==> config.mk <==
export PLATFORM = sky130hd
export DESIGN_NAME = vtag_egress_editor
export DESIGN_NICKNAME = d
export VERILOG_FILES = /design/src/rtl/vtag_pkg.sv /design/src/rtl/vtag_fcs_delay.sv /design/src/rtl/vtag_crc_gen.sv /design/src/rtl/vtag_edit_ctrl.sv /design/src/rtl/vtag_egress_editor.sv
export SDC_FILE = /design/constraint.sdc
export NUM_CORES = 1
export LEC_CHECK = 0
export ABC_AREA = 0
export ABC_CLOCK_PERIOD_IN_PS = 4050
export CAP_MARGIN = 20
export CORE_UTILIZATION = 25
export DETAILED_ROUTE_END_ITERATION = 8
export GPL_ROUTABILITY_DRIVEN = 1
export GPL_TIMING_DRIVEN = 0
export PLACE_DENSITY = 0.47
export SYNTH_ARGS = -nofsm -noshare
export SYNTH_HDL_FRONTEND = slang
export SYNTH_SLANG_ARGS = --single-unit
==> constraint.sdc <==
create_clock -name clk -period 4.05 [get_ports clk]
set_clock_uncertainty 0.05 [all_clocks]
set_input_delay 0.81 -clock clk [delete_from_list [all_inputs] [get_ports clk]]
set_output_delay 0.81 -clock clk [all_outputs]
set_load 0.01 [all_outputs]
==> src/rtl/vtag_pkg.sv <==
package vtag_pkg;

  typedef enum logic [1:0] {
    ST_PASS = 2'd0,
    ST_TAG  = 2'd1,
    ST_PAD  = 2'd2,
    ST_FCS  = 2'd3
  } edit_st_e;

  typedef struct packed {
    logic        ins_en;
    logic        rem_en;
    logic        ceil_en;
    logic [2:0]  prio;
    logic [11:0] pvid;
  } edit_cfg_t;

  localparam int          FCS_BYTES     = 4;
  localparam logic [31:0] CRC_POLY_REFL = 32'hEDB88320;

  // one byte of reflected CRC-32, LSB first
  function automatic logic [31:0] crc32_step(input logic [31:0] c, input logic [7:0] d);
    logic [31:0] r;
    r = c ^ {24'd0, d};
    for (int b = 0; b < 8; b++) begin
      r = r[0] ? ((r >> 1) ^ CRC_POLY_REFL) : (r >> 1);
    end
    return r;
  endfunction

endpackage

==> src/rtl/vtag_fcs_delay.sv <==
module vtag_fcs_delay
  import vtag_pkg::*;
#(
  parameter int DEPTH = FCS_BYTES
) (
  input  logic       clk,
  input  logic       rst_n,
  input  logic       push,
  input  logic       restart,
  input  logic [7:0] din,
  output logic       pop_vld,
  output logic [7:0] pop_data,
  output logic [7:0] newest
);

  localparam int              CNT_W = $clog2(DEPTH + 1);
  localparam logic [CNT_W-1:0] FULL = CNT_W'(DEPTH);

  logic [7:0]       slot_q [DEPTH];
  logic [CNT_W-1:0] fill_q, fill_d;

  always_comb begin
    fill_d = fill_q;
    if (push) begin
      if (restart)            fill_d = CNT_W'(1);
      else if (fill_q != FULL) fill_d = fill_q + 1'b1;
    end
  end

  always_ff @(posedge clk or negedge rst_n) begin
    if (!rst_n) fill_q <= '0;
    else if (push) fill_q <= fill_d;
  end

  always_ff @(posedge clk) begin
    if (push) begin
      slot_q[0] <= din;
      for (int i = 1; i < DEPTH; i++) slot_q[i] <= slot_q[i-1];
    end
  end

  assign pop_vld  = push & ~restart & (fill_q == FULL);
  assign pop_data = slot_q[DEPTH-1];
  assign newest   = slot_q[0];

endmodule

==> src/rtl/vtag_crc_gen.sv <==
module vtag_crc_gen
  import vtag_pkg::*;
(
  input  logic        clk,
  input  logic        upd,
  input  logic        first,
  input  logic [7:0]  din,
  output logic [31:0] fcs
);

  logic [31:0] crc_q, crc_d;

  always_comb crc_d = crc32_step(first ? 32'hFFFF_FFFF : crc_q, din);

  always_ff @(posedge clk) begin
    if (upd) crc_q <= crc_d;
  end

  assign fcs = ~crc_q;

endmodule

==> src/rtl/vtag_edit_ctrl.sv <==
module vtag_edit_ctrl
  import vtag_pkg::*;
#(
  parameter int          TAG_OFS = 12,
  parameter int          MIN_PAY = 60,
  parameter logic [15:0] TPID    = 16'h8100
) (
  input  logic        clk,
  input  logic        rst_n,
  input  logic        in_valid,
  input  logic        in_sof,
  input  logic        in_eof,
  input  logic [7:0]  in_data,
  input  edit_cfg_t   cfg_in,
  input  logic        pop_vld,
  input  logic [7:0]  pop_data,
  input  logic [7:0]  newest,
  input  logic [31:0] fcs,
  output logic        in_ready,
  output logic        acc,
  output logic        restart,
  output logic        emit_v,
  output logic [7:0]  emit_byte,
  output logic        emit_first,
  output logic        emit_last,
  output logic        crc_upd
);

  localparam int IDX_W = $clog2(TAG_OFS + 2*FCS_BYTES + 1);
  localparam int PAY_W = $clog2(MIN_PAY + 1);
  localparam logic [IDX_W-1:0] IDX_MAX = '1;
  localparam logic [IDX_W-1:0] K_INS   = IDX_W'(TAG_OFS - 1);
  localparam logic [IDX_W-1:0] K_TP    = IDX_W'(TAG_OFS);
  localparam logic [IDX_W-1:0] K_TP2   = IDX_W'(TAG_OFS + 1);
  localparam logic [IDX_W-1:0] K_TCI   = IDX_W'(TAG_OFS + 2);
  localparam logic [IDX_W-1:0] K_END   = IDX_W'(TAG_OFS + 3);
  localparam logic [IDX_W-1:0] K_LAG   = IDX_W'(FCS_BYTES);
  localparam logic [PAY_W-1:0] PAY_MIN = PAY_W'(MIN_PAY);

  edit_st_e         state_q, state_d;
  logic [1:0]       sub_q, sub_d;
  logic [IDX_W-1:0] idx_q, idx_d, cur_idx, pop_idx;
  logic             tagged_q, tagged_d;
  edit_cfg_t        cfg_q, cfg_d;
  logic [PAY_W-1:0] pay_q, pay_d;
  logic             do_ins, do_rem, in_tag_span, clamp_hit;

  assign in_ready    = (state_q == ST_PASS);
  assign acc         = in_valid & in_ready;
  assign restart     = acc & in_sof;
  assign cur_idx     = in_sof ? '0 : idx_q;
  assign pop_idx     = cur_idx - K_LAG;
  assign do_ins      = cfg_q.ins_en & ~tagged_q;
  assign do_rem      = cfg_q.rem_en & tagged_q;
  assign in_tag_span = (pop_idx >= K_TP) && (pop_idx <= K_END);
  assign clamp_hit   = (pop_idx == K_TCI) && tagged_q && !do_rem && cfg_q.ceil_en &&
                       (pop_data[7:5] > cfg_q.prio);

  // byte selection
  always_comb begin
    emit_v     = 1'b0;
    emit_byte  = pop_data;
    emit_first = 1'b0;
    emit_last  = 1'b0;
    unique case (state_q)
      ST_PASS: begin
        if (pop_vld && !(do_rem && in_tag_span)) begin
          emit_v     = 1'b1;
          emit_first = (pop_idx == '0);
          if (clamp_hit) emit_byte = {cfg_q.prio, pop_data[4:0]};
        end
      end
      ST_TAG: begin
        emit_v = 1'b1;
        unique case (sub_q)
          2'd0:    emit_byte = TPID[15:8];
          2'd1:    emit_byte = TPID[7:0];
          2'd2:    emit_byte = {cfg_q.prio, 1'b0, cfg_q.pvid[11:8]};
          default: emit_byte = cfg_q.pvid[7:0];
        endcase
      end
      ST_PAD: begin
        emit_v    = 1'b1;
        emit_byte = 8'h00;
      end
      default: begin
        emit_v    = 1'b1;
        emit_byte = fcs[{sub_q, 3'b000} +: 8];
        emit_last = (sub_q == 2'd3);
      end
    endcase
  end

  assign crc_upd = emit_v & (state_q != ST_FCS);

  // payload length tracking
  always_comb begin
    pay_d = pay_q;
    if (crc_upd) begin
      if (emit_first)            pay_d = PAY_W'(1);
      else if (pay_q != PAY_MIN) pay_d = pay_q + 1'b1;
    end
  end

  // next state
  always_comb begin
    state_d  = state_q;
    sub_d    = sub_q;
    idx_d    = idx_q;
    tagged_d = tagged_q;
    cfg_d    = cfg_q;
    if (acc) begin
      idx_d = (cur_idx == IDX_MAX) ? IDX_MAX : cur_idx + 1'b1;
      if (in_sof) begin
        cfg_d    = cfg_in;
        tagged_d = 1'b0;
      end
      if (cur_idx == K_TP2) tagged_d = (newest == TPID[15:8]) && (in_data == TPID[7:0]);
    end
    unique case (state_q)
      ST_PASS: begin
        if (pop_vld && (pop_idx == K_INS) && do_ins) begin
          state_d = ST_TAG;
          sub_d   = 2'd0;
        end
        if (acc && in_eof) begin
          state_d = (pay_d >= PAY_MIN) ? ST_FCS : ST_PAD;
          sub_d   = 2'd0;
        end
      end
      ST_TAG: begin
        sub_d = sub_q + 2'd1;
        if (sub_q == 2'd3) state_d = ST_PASS;
      end
      ST_PAD: begin
        if (pay_d >= PAY_MIN) begin
          state_d = ST_FCS;
          sub_d   = 2'd0;
        end
      end
      default: begin
        sub_d = sub_q + 2'd1;
        if (sub_q == 2'd3) state_d = ST_PASS;
      end
    endcase
  end

  always_ff @(posedge clk or negedge rst_n) begin
    if (!rst_n) begin
      state_q  <= ST_PASS;
      sub_q    <= '0;
      idx_q    <= '0;
      tagged_q <= 1'b0;
      cfg_q    <= '0;
      pay_q    <= '0;
    end else begin
      state_q <= state_d;
      sub_q   <= sub_d;
      pay_q   <= pay_d;
      if (acc) begin
        idx_q    <= idx_d;
        tagged_q <= tagged_d;
        cfg_q    <= cfg_d;
      end
    end
  end

  AST_NO_DOUBLE_TAG: assert property (@(posedge clk) disable iff (!rst_n)
    (state_q == ST_TAG) |-> !tagged_q) else $error("tag added to tagged frame");

  AST_STRIP_ONLY_TAGGED: assert property (@(posedge clk) disable iff (!rst_n)
    (state_q == ST_PASS && pop_vld && in_tag_span && !emit_v) |-> (tagged_q && cfg_q.rem_en))
    else $error("bytes dropped from a frame that is not being stripped");

  AST_PRIO_CEILING: assert property (@(posedge clk) disable iff (!rst_n)
    (emit_v && state_q == ST_PASS && pop_idx == K_TCI && tagged_q && cfg_q.ceil_en && !cfg_q.rem_en)
    |-> (emit_byte[7:5] <= cfg_q.prio)) else $error("priority above ceiling");

endmodule

==> src/rtl/vtag_egress_editor.sv <==
module vtag_egress_editor
  import vtag_pkg::*;
#(
  parameter int          TAG_OFS = 12,
  parameter int          MIN_PAY = 60,
  parameter logic [15:0] TPID    = 16'h8100
) (
  input  logic        clk,
  input  logic        rst_n,
  input  logic        in_valid,
  input  logic        in_sof,
  input  logic        in_eof,
  input  logic [7:0]  in_data,
  output logic        in_ready,
  input  logic        cfg_ins_en,
  input  logic        cfg_rem_en,
  input  logic        cfg_ceil_en,
  input  logic [2:0]  cfg_prio,
  input  logic [11:0] cfg_pvid,
  output logic        out_valid,
  output logic        out_sof,
  output logic        out_eof,
  output logic [7:0]  out_data
);

  localparam int              OCNT_W  = 12;
  localparam logic [OCNT_W-1:0] OCNT_MAX = '1;
  localparam logic [OCNT_W-1:0] MIN_OUT  = OCNT_W'(MIN_PAY + FCS_BYTES - 1);

  logic        rst_meta_q, rst_s_q;
  edit_cfg_t   cfg_in;
  logic        acc, restart, pop_vld;
  logic [7:0]  pop_data, newest;
  logic [31:0] fcs;
  logic        emit_v, emit_first, emit_last, crc_upd;
  logic [7:0]  emit_byte;

  // reset: asserted asynchronously, released on the clock
  always_ff @(posedge clk or negedge rst_n) begin
    if (!rst_n) begin
      rst_meta_q <= 1'b0;
      rst_s_q    <= 1'b0;
    end else begin
      rst_meta_q <= 1'b1;
      rst_s_q    <= rst_meta_q;
    end
  end

  assign cfg_in = '{ins_en: cfg_ins_en, rem_en: cfg_rem_en, ceil_en: cfg_ceil_en,
                    prio: cfg_prio, pvid: cfg_pvid};

  vtag_fcs_delay #(.DEPTH(FCS_BYTES)) u_delay (
    .clk      (clk),
    .rst_n    (rst_s_q),
    .push     (acc),
    .restart  (restart),
    .din      (in_data),
    .pop_vld  (pop_vld),
    .pop_data (pop_data),
    .newest   (newest)
  );

  vtag_edit_ctrl #(.TAG_OFS(TAG_OFS), .MIN_PAY(MIN_PAY), .TPID(TPID)) u_ctrl (
    .clk        (clk),
    .rst_n      (rst_s_q),
    .in_valid   (in_valid),
    .in_sof     (in_sof),
    .in_eof     (in_eof),
    .in_data    (in_data),
    .cfg_in     (cfg_in),
    .pop_vld    (pop_vld),
    .pop_data   (pop_data),
    .newest     (newest),
    .fcs        (fcs),
    .in_ready   (in_ready),
    .acc        (acc),
    .restart    (restart),
    .emit_v     (emit_v),
    .emit_byte  (emit_byte),
    .emit_first (emit_first),
    .emit_last  (emit_last),
    .crc_upd    (crc_upd)
  );

  vtag_crc_gen u_crc (
    .clk   (clk),
    .upd   (crc_upd),
    .first (emit_first),
    .din   (emit_byte),
    .fcs   (fcs)
  );

  always_ff @(posedge clk or negedge rst_s_q) begin
    if (!rst_s_q) begin
      out_valid <= 1'b0;
      out_sof   <= 1'b0;
      out_eof   <= 1'b0;
    end else begin
      out_valid <= emit_v;
      out_sof   <= emit_v & emit_first;
      out_eof   <= emit_v & emit_last;
    end
  end

  always_ff @(posedge clk) begin
    if (emit_v) out_data <= emit_byte;
  end

  // output framing monitor state
  logic              out_open_q;
  logic [OCNT_W-1:0] out_cnt_q;

  always_ff @(posedge clk or negedge rst_s_q) begin
    if (!rst_s_q) begin
      out_open_q <= 1'b0;
      out_cnt_q  <= '0;
    end else if (out_valid) begin
      out_open_q <= !out_eof;
      if (out_sof)                    out_cnt_q <= OCNT_W'(1);
      else if (out_cnt_q != OCNT_MAX) out_cnt_q <= out_cnt_q + 1'b1;
    end
  end

  AST_BUSY_EMITS: assert property (@(posedge clk) disable iff (!rst_s_q)
    !in_ready |=> out_valid) else $error("gap while input is held");

  AST_FRAME_ORDER: assert property (@(posedge clk) disable iff (!rst_s_q)
    out_sof |-> !out_open_q) else $error("frame start inside open frame");

  AST_MIN_LENGTH: assert property (@(posedge clk) disable iff (!rst_s_q)
    out_eof |-> (out_cnt_q >= MIN_OUT)) else $error("output frame below minimum");

endmodule

After elaboration in Yosys (flattened, before gate mapping) --
Memories as Yosys holds them, arrays and structs flattened. Cells that the tools add are included. Widths: inputs -> output; s select.
Word-level totals: register bits 82, latch bits 0, bits in writable memories 32, memory bits (read-only) 0, input bits 31, output and inout bits 12, word-level logic and storage cells 132, memories 1
Cells by class: $add $sub $neg 5, multipliers 0, div/mod/pow operators 0, magnitude comparators 4, equality and inequality tests 16, shift-type cells 1, muxes and demuxes 39, bitwise logic cells 21, reduce and logical (&&, ||, !) cells 26
Memories:
- u_delay.slot_q | words 4, width 8, rd ports 4, clocked after Yosys merged registers in 0, write ports 4, RTL line vtag_fcs_delay.sv:19 | logic [7:0] slot_q [DEPTH];
Operator list (number):
- $mux 32 | 8
- $not 13->14 | 8
- $pmux 8 s3 | 2
- $not 32->32 | 1
- $shiftx 32x6->8 | 1
- $xor 32x8->32 | 1
- $mux 31 | 1
- $mux 6 | 3
- $mux 8 | 2
- $eq 5x4->1 const B | 3
- $mux 2 | 7
- $logic_and 1x1->1 | 11
- $mux 1 | 10
- $mux 5 | 2
- $and 1x1->1 | 9
- $eq 8x8->1 const B | 1
- $logic_not 8->1 | 1
- $pmux 2 s2 | 2
- $reduce_and 2->1 | 4
- $add 6x1->6 const B | 1
- $eq 2x2->1 const B | 3
- $ge 6x6->1 const B | 1
- $mux 3 | 2
- $ne 3x3->1 const B | 2
- other kinds (21) | 26

Depth between registers and ports, before layout --
Gate-level depths: netlist of the first run.
depth in word-level cells 27, depth in mapped cells 13, depth with buffers taken out 12

Modules after synthesis --
A second synthesis of the first run with hierarchy kept.
Unflattened totals: cell total of the unflattened synthesis 550, area total of the unflattened synthesis 6299.8 sq um
By module, submodules not included:
- vtag_edit_ctrl | instances 1, cells each 277, area each 2608.8 sq um, sequential area each 850.8 sq um
- vtag_crc_gen | instances 1, cells each 205, area each 2160.8 sq um, sequential area each 960.9 sq um
- vtag_fcs_delay | instances 1, cells each 52, area each 1148.6 sq um, sequential area each 1036.0 sq um
- vtag_egress_editor | instances 1, cells each 16, area each 381.6 sq um, sequential area each 365.4 sq um

Worst setup path after synthesis of the first run --
No wires, ideal clock.
path kind input -> register, start point input port in_sof, end point register u_crc.crc_q[19], data pin, setup time 0.258 ns, arrival time 3.481 ns, data required time 3.742 ns, path slack 0.260 ns, cell stages on the path 11, path buffers 2, cell sequence clkbuf_1 -> or2b_1 -> ha_1 -> a2bb2oi_1 -> or3b_4 -> buf_6 -> a21oi_2 -> xor2_2 -> xnor2_4 -> xnor3_1 -> xnor2_1
On the way: cells in the longest elaborated chain, start to end 25, elaborated cells on any way between the ends 40, those cells by class add/sub: 1; order compare: 2; eq/ne: 1; mux: 15; bitwise: 12; reduce/logical: 9
RTL lines:
- start: declaration | RTL line vtag_egress_editor.sv:11 | input logic in_sof,
- $mux 5 | RTL line vtag_edit_ctrl.sv:51 | assign cur_idx = in_sof ? '0 : idx_q;
- $sub 5x3->5 | RTL line vtag_edit_ctrl.sv:52 | assign pop_idx = cur_idx - K_LAG;
- $ge 5x4->1 / $le 5x4->1 (equally long branches) | RTL line vtag_edit_ctrl.sv:55 | assign in_tag_span = (pop_idx >= K_TP) && (pop_idx <= K_END);
- $logic_and 1x1->1 | RTL line vtag_edit_ctrl.sv:55
- $logic_and 1x1->1 | RTL line vtag_edit_ctrl.sv:67 | if (pop_vld && !(do_rem && in_tag_span)) begin
- $logic_not 1->1 | RTL line vtag_edit_ctrl.sv:67
- $logic_and 1x1->1 | RTL line vtag_edit_ctrl.sv:67
- $mux 1 | RTL line vtag_edit_ctrl.sv:67
- [... 9 more ...]
- $mux 32 (*) (2 in series) | RTL line vtag_pkg.sv:26 | r = r[0] ? ((r >> 1) ^ CRC_POLY_REFL) : (r >> 1);
- $not 13->14 (no line)
- $mux 32 (*) | RTL line vtag_pkg.sv:26
- $not 13->14 (no line)
- $mux 32 (*) | RTL line vtag_pkg.sv:26
- $not 13->14 (no line)
- $mux 31 (*) | RTL line vtag_pkg.sv:26
- named net u_crc.crc_d[19] | RTL line vtag_crc_gen.sv:11 | logic [31:0] crc_q, crc_d;
- end signal: assignment | RTL line vtag_crc_gen.sv:16 | if (upd) crc_q <= crc_d;
- end: declaration | RTL line vtag_crc_gen.sv:11
The timed path passes the listed nets; every way through them passes the cells marked *. A chain may end at the register's enable or synchronous reset.

Worst setup path in the final report of the first run --
start point input port in_sof, end point register u_ctrl.sub_q[1]
On the way: cells in the longest elaborated chain, start to end 14, elaborated cells on any way between the ends 27, those cells by class add/sub: 1; order compare: 3; eq/ne: 3; mux: 7; bitwise: 5; reduce/logical: 8
RTL lines:
- $mux 5 | RTL line vtag_edit_ctrl.sv:51
- $sub 5x3->5 | RTL line vtag_edit_ctrl.sv:52
- $ge 5x4->1 / $le 5x4->1 (equally long branches) | RTL line vtag_edit_ctrl.sv:55
- $logic_and 1x1->1 | RTL line vtag_edit_ctrl.sv:55
- $logic_and 1x1->1 | RTL line vtag_edit_ctrl.sv:67
- $logic_not 1->1 | RTL line vtag_edit_ctrl.sv:67
- $logic_and 1x1->1 | RTL line vtag_edit_ctrl.sv:67
- $mux 1 | RTL line vtag_edit_ctrl.sv:67
- $mux 1 | RTL line vtag_edit_ctrl.sv:65 | unique case (state_q)
- $mux 6 / $and 1x1->1 (equally long branches) | RTL line vtag_edit_ctrl.sv:100, vtag_edit_ctrl.sv:94
- $mux 6 | RTL line vtag_edit_ctrl.sv:99 | if (crc_upd) begin
- $ge 6x6->1 | RTL line vtag_edit_ctrl.sv:136 | if (pay_d >= PAY_MIN) begin
- $ne 2x1->1 (no line)
- $reduce_and 2->1 (no line) (*)
- end signal: assignment | RTL line vtag_edit_ctrl.sv:158 | sub_q <= sub_d;
- end: declaration | RTL line vtag_edit_ctrl.sv:41 | logic [1:0] sub_q, sub_d;
Mark *: on every way between the ends. The rest lies on a longest branch, timed or not.

==> results.py, run 1 <==
metrics = {
    "outcome": {
        "outcome": "finished clean",
    },
    "routing": {
        "drtIter0Drc": 223,
        "drtPass1Iterations": 4,
        "antenna_left": 0,
        "wl_um": 15100,
        "wire_per_inst_um": 16.2,
        "via_per_inst": 4.48,
        "vias": 4163,
        "drc": 0,
    },
    "yosys": {
        "avgSynthCellArea_um2": 12.0,
        "syn_nets": 565,
        "ys_ff_latch": 114,
        "synthTopCellsByCount": "nand2_1 (86), edfxtp_1 (72), dfrtp_1 (42), xnor2_1 (38), nor2_1 (33)",
        "synth_edf_count": 72,
        "synth_top_area_cell": "edfxtp_1",
        "synthArstFlopShare": 0.368,
        "synth_cell_types": 72,
        "synth_warnings": 0,
        "synth_most_common_cell": "nand2_1",
        "synth.area.top_cells": "edfxtp_1 (35%), dfrtp_1 (17%), xnor2_1 (5.3%), nand2_1 (5.2%), xor2_1 (3.4%)",
        "yosysSeqAreaShare": 0.516,
        "synth_cells": 518,
        "synth_area_mm2": 0.00623,
        "ys.flop_type": "edfxtp_1",
        "synth.top_cell.area_share": 0.347,
    },
    "clock_network": {
        "cts.sinks": 114,
        "clkTransAtPathRegs_ns": 0.05,
        "ctsHoldBuffers": 0,
        "clk_latency_ns": 0.41,
        "numCtsBuffers": 17,
        "cts.htree.levels": 4,
        "clockBufferDepth": 2,
        "clockRootBuffer": "clkbuf_16",
        "cts_tree": "yes",
    },
    "timing": {
        "rsz0062_at_grt": "false",
        "worst_slack_ns": 0.188,
        "setup-violations-final": 0,
        "fmax_ghz": 0.259,
        "worstMarginPinSlew_ns": 0.691,
        "whs_ns": 0.189,
        "slew_violations": 0,
        "hold_viol": 0,
        "relSlewSlack": 0.540,
        "fin_crit_ns": 3.86,
        "finalCritPeriodShare": 0.954,
        "tns_ns": 0,
    },
    "finish": {
        "diodes": 0,
        "multi_input_area_mm2": 0.00286,
        "regArea_mm2": 0.00321,
        "num-fill-cells": 2451,
        "nets": 640,
        "drive_gt1_frac": 0.173,
        "area_growth_pct": 26.6,
        "final_util": 0.323,
    },
    "placement": {
        "place.gp.congestion": 0.793,
        "io_buffers": 42,
        "dp_hpwl_um": 11100,
        "place_ws_ns": -0.818,
    },
    "worst_setup_path": {
        "end_kind": "flip-flop",
        "critPathRequiredTime_ns": 4.27,
        "cp.arrival_ns": 4.08,
        "critPathMaxFanout": 10,
        "critical_path_class": "input port to flip-flop",
        "start_kind": "input port",
    },
    "hold_path": {
        "hp-class": "flip-flop to asynchronous set/reset pin",
    },
    "global_route": {
        "grt_use_total": 0.127,
        "grt_max_degree": 38,
        "overflow": 0,
        "grt_pass1_vias": 4367,
        "grt_pass1_wl_um": 24600,
        "antenna_found_initial": 0,
    },
    "floorplanning": {
        "coreArea_mm2": 0.0244,
        "dieArea_mm2": 0.0256,
        "initial_core_util": 0.255,
        "die_y_um": 160,
        "die_x_um": 160,
        "rows": 57,
        "io_pins": 43,
    },
    "flow_run": {
        "cap_viol_max_count": 0,
    },
}
## critical path: stages
cell           delay (ns)
dlygate4sd2_1        0.29
clkbuf_8             0.18
or2b_1               0.27
ha_1                 0.30
a2bb2oi_1            0.15
or3b_4               0.44
buf_6                0.19
o21a_1               0.23
o211ai_1             0.31
o221ai_1             0.20
o31ai_1              0.57
o31ai_1              0.14
## stage by stage
step | area, µm² | instances
final | 7890 | 930
after floorplan | 6230 | 518
after global placement | 7060 | 884
after CTS | 7860 | 929
after global routing | 7890 | 930
after detailed placement | 7130 | 887
## layer usage
layer,vias to the layer above,wire [µm],share of wire,track usage
met3,11,525,0.035,0.0299
met5,-,0,0,0
met1,2087,6820,0.45,0.157
met2,83,7610,0.50,0.214
met4,0,148,0.0098,0.0446
li1,1982,-,-,-
## cell families (layout without fill, tap and decap cells)
group           after synthesis  count (layout)  share of synthesized area
simple gates                171             171                      0.135
compound gates               80              80                     0.0978
mux                          11              11                     0.0337
other cells                   1               1                   0.000602
fa+ha+maj                    16              16                     0.0321
flops                       114             114                      0.516
buf+inv                      44             132                     0.0335
xor+xnor                     81              81                      0.152
## placed cells by master, fill, tap and decap left out, types with 4 or more instances in the layout
cell type,count
xnor2_2,5
nand3_1,7
and3_1,6
clkdlybuf4s50_1,41
clkbuf_1,11
xor2_4,5
a21oi_2,4
mux4_2,8
o211ai_1,6
a21oi_1,15
nand4_1,6
buf_4,15
o21ai_0,11
dfrtp_1,41
xor2_1,24
xnor2_1,37
edfxtp_1,72
nand2_1,85
ha_1,16
o21a_1,4
inv_1,19
clkbuf_16,17
nor2_1,33
o31ai_1,4
nor2b_1,6
o22ai_1,4
xnor2_4,5
and2_1,4
## layout make-up
type,count,area share
buffer,21,0.0167
timing repair buffer,56,0.0763
tap,324,0.0514
sequential,114,0.408
clock inverter,12,0.0182
clock buffer,20,0.0554
inverter,23,0.0113
multi-input combinational,360,0.363
## worst paths after layout
check                                                  from                           to  slack, ns  cells after the start
worst max-delay path                                 in_sof  u_ctrl.sub_q[1]$_DFFE_PN0P_       0.19                     12
worst min-delay path                      rst_s_q$_DFF_PN0_  u_ctrl.cfg_q[9]$_DFFE_PN0P_       0.19                      0
worst max register to register  u_ctrl.sub_q[0]$_DFFE_PN0P_    u_crc.crc_q[14]$_DFFE_PN_       0.50                     11
worst min register to register            rst_s_q$_DFF_PN0_  u_ctrl.cfg_q[9]$_DFFE_PN0P_       0.19                      0
max in group asynchronous                 rst_s_q$_DFF_PN0_    u_ctrl.pay_q[2]$_DFF_PN0_       3.27                      1
min in group clk                       rst_meta_q$_DFF_PN0_            rst_s_q$_DFF_PN0_       0.30                      0
## registers in the layout (all words and copies together), names as in the netlist, named ones only
name             cells
out_data             8
out_eof              1
out_sof              1
out_valid            1
rst_meta_q           1
rst_s_q              1
u_crc.crc_q         32
u_ctrl.cfg_q        18
u_ctrl.idx_q         5
u_ctrl.pay_q         4
u_ctrl.state_q       2
u_ctrl.sub_q         2
u_ctrl.tagged_q      1
u_delay.fill_q       3
u_delay.slot_q      32
## repair_timing
item                                    in CTS  in global routing
pin swaps                                    4                  2
endpoints found under the setup margin      59                 27
gates resized for setup                      8                  3
buffers inserted                            10                  1
Power of run 1 is left out: the tool's default activity adds up to more than one toggle a clock period on the data nets, which glitch-free logic cannot reach.
==> run 2, diff against run 1 <==
--- a/config.mk
+++ b/config.mk
@@ -13,6 +13,7 @@
 export GPL_ROUTABILITY_DRIVEN = 1
 export GPL_TIMING_DRIVEN = 0
 export PLACE_DENSITY = 0.47
+export SKIP_CTS_REPAIR_TIMING = 1
 export SYNTH_ARGS = -nofsm -noshare
 export SYNTH_HDL_FRONTEND = slang
 export SYNTH_SLANG_ARGS = --single-unit
==> run 2 against run 1 <==
Die area unchanged; via count up 0.98%; first-iteration DRC count up 18%; routed wire length up 0.98%; critical path type unchanged; worst hold slack better by 0.0051 ns; fmax up 2.3%; critical path depth up 1; utilization up 0.46 points; non-clock buffer count up 15; largest cell class unchanged; design area up 1.4%; clock-buffer cell count unchanged.
==> results.py, run 2 (synthesis gave the netlist of run 1 again) <==
metrics = {
    "outcome": {
        "outcome": "finished clean",
    },
    "floorplanning": {
        "initial_core_util": 0.255,
        "rows": 57,
        "die_y_um": 160,
        "dieArea_mm2": 0.0256,
        "die_x_um": 160,
        "coreArea_mm2": 0.0244,
        "io_pins": 43,
    },
    "timing": {
        "setup-violations-final": 0,
        "fmax_ghz": 0.265,
        "slew_violations": 0,
        "worstMarginPinSlew_ns": 0.702,
        "fin_crit_ns": 3.78,
        "finalCritPeriodShare": 0.933,
        "hold_viol": 0,
        "rsz0062_at_grt": "false",
        "relSlewSlack": 0.532,
        "whs_ns": 0.194,
        "worst_slack_ns": 0.273,
    },
    "routing": {
        "vias": 4204,
        "drc": 0,
        "wire_per_inst_um": 16.1,
        "wl_um": 15200,
        "antenna_left": 0,
        "drtIter0Drc": 264,
        "via_per_inst": 4.45,
        "drtPass1Iterations": 4,
    },
    "global_route": {
        "grt_max_degree": 38,
        "grt_use_total": 0.125,
        "antenna_found_initial": 0,
        "grt_pass1_vias": 4317,
        "overflow": 0,
        "grt_pass1_wl_um": 24400,
    },
    "finish": {
        "final_area_mm2": 0.00800,
        "nets": 655,
        "drive_gt1_frac": 0.198,
        "diodes": 0,
        "largest_registers": "u_crc.crc_q x32, u_delay.slot_q x32, u_ctrl.cfg_q x18",
        "final_util": 0.328,
        "layout_commonest_cell": "nand2_1",
        "final_cell_mix": "nand2_1 (85), edfxtp_1 (72), dfrtp_1 (41), clkdlybuf4s50_1 (41), xnor2_1 (36)",
        "area_growth_pct": 28.4,
    },
    "clock_network": {
        "cts_tree": "yes",
        "clkTransAtPathRegs_ns": 0.05,
        "clockRootBuffer": "clkbuf_16",
        "clk_latency_ns": 0.42,
        "clockBufferDepth": 2,
        "numCtsBuffers": 17,
        "cts.htree.levels": 4,
        "cts.sinks": 114,
    },
    "worst_setup_path": {
        "critPathRequiredTime_ns": 4.16,
        "cp.arrival_ns": 3.89,
        "start_kind": "input port",
        "critical_path_class": "input port to flip-flop",
        "critPathMaxFanout": 10,
        "end_kind": "flip-flop",
    },
    "placement": {
        "io_buffers": 42,
        "place.gp.congestion": 0.793,
        "place_ws_ns": -0.818,
        "placed_cell_area_mm2": 0.00713,
        "dp_hpwl_um": 11100,
    },
    "hold_path": {
        "hp-class": "flip-flop to asynchronous set/reset pin",
    },
    "flow_run": {
        "cap_viol_max_count": 0,
    },
}
==> run 2: cell types whose count changed in the layout (fill, tap and decap cells not counted) <==
cell            before  now
dlygate4sd2_1        1    0
xnor2_2              5    6
buf_4               15   32
buf_12               3    2
a311o_1              1    0
xnor2_1             37   36
o31ai_2              0    1
a311o_2              0    1
dlymetal6s2s_1       0    1
clkbuf_8             1    0
o31ai_1              4    3
==> run 2: cell type report <==
cell class,count,area (µm²)
buffer,21,125
clock buffer,20,437
clock inverter,12,144
fill,2438,16400
inverter,23,88.8
multi-input combinational,360,2880
sequential,114,3210
tap,324,405
timing repair buffer,71,706
==> run 2: routing by layer <==
layer  vias to the layer above  part of all wire  GRT usage
met2                        72              0.49      0.212
met5                         -                 0          0
met3                        21             0.031     0.0281
met1                      2098              0.46      0.156
met4                         0             0.016     0.0446
li1                       2013                 -          -
==> run 2: worst paths after layout <==
| kind | startpoint | to | slack, ns | cells after the start |
|---|---|---|---|---|
| worst max-delay path | in_sof | u_crc.crc_q[22]$_DFFE_PN_ | 0.27 | 13 |
| min in group clk | rst_meta_q$_DFF_PN0_ | rst_s_q$_DFF_PN0_ | 0.30 | 0 |
| worst min-delay path | rst_s_q$_DFF_PN0_ | u_ctrl.cfg_q[9]$_DFFE_PN0P_ | 0.19 | 0 |
| worst min register to register | rst_s_q$_DFF_PN0_ | u_ctrl.cfg_q[9]$_DFFE_PN0P_ | 0.19 | 0 |
| worst max register to register | u_ctrl.sub_q[0]$_DFFE_PN0P_ | u_crc.crc_q[14]$_DFFE_PN_ | 0.43 | 11 |
| max in group asynchronous | rst_s_q$_DFF_PN0_ | u_ctrl.pay_q[2]$_DFF_PN0_ | 3.26 | 1 |
==> run 2: critical path, stage by stage <==
cell	delay [ns]
dlymetal6s2s_1	0.17
buf_4	0.19
or2b_1	0.27
ha_1	0.30
a2bb2oi_1	0.15
or3b_4	0.44
buf_6	0.19
a21oi_4	0.18
xor2_4	0.16
buf_4	0.14
xnor3_1	0.30
xnor3_1	0.42
xnor2_1	0.16
==> run 2: per-stage QoR <==
stage                     cells  setup TNS [ns]
after floorplan             518               0
after global placement      884          -53.52
after detailed placement    887          -42.07
after CTS                   919          -14.43
after global routing        945               0
final                       945               0
Power of run 2 is left out for the same reason.
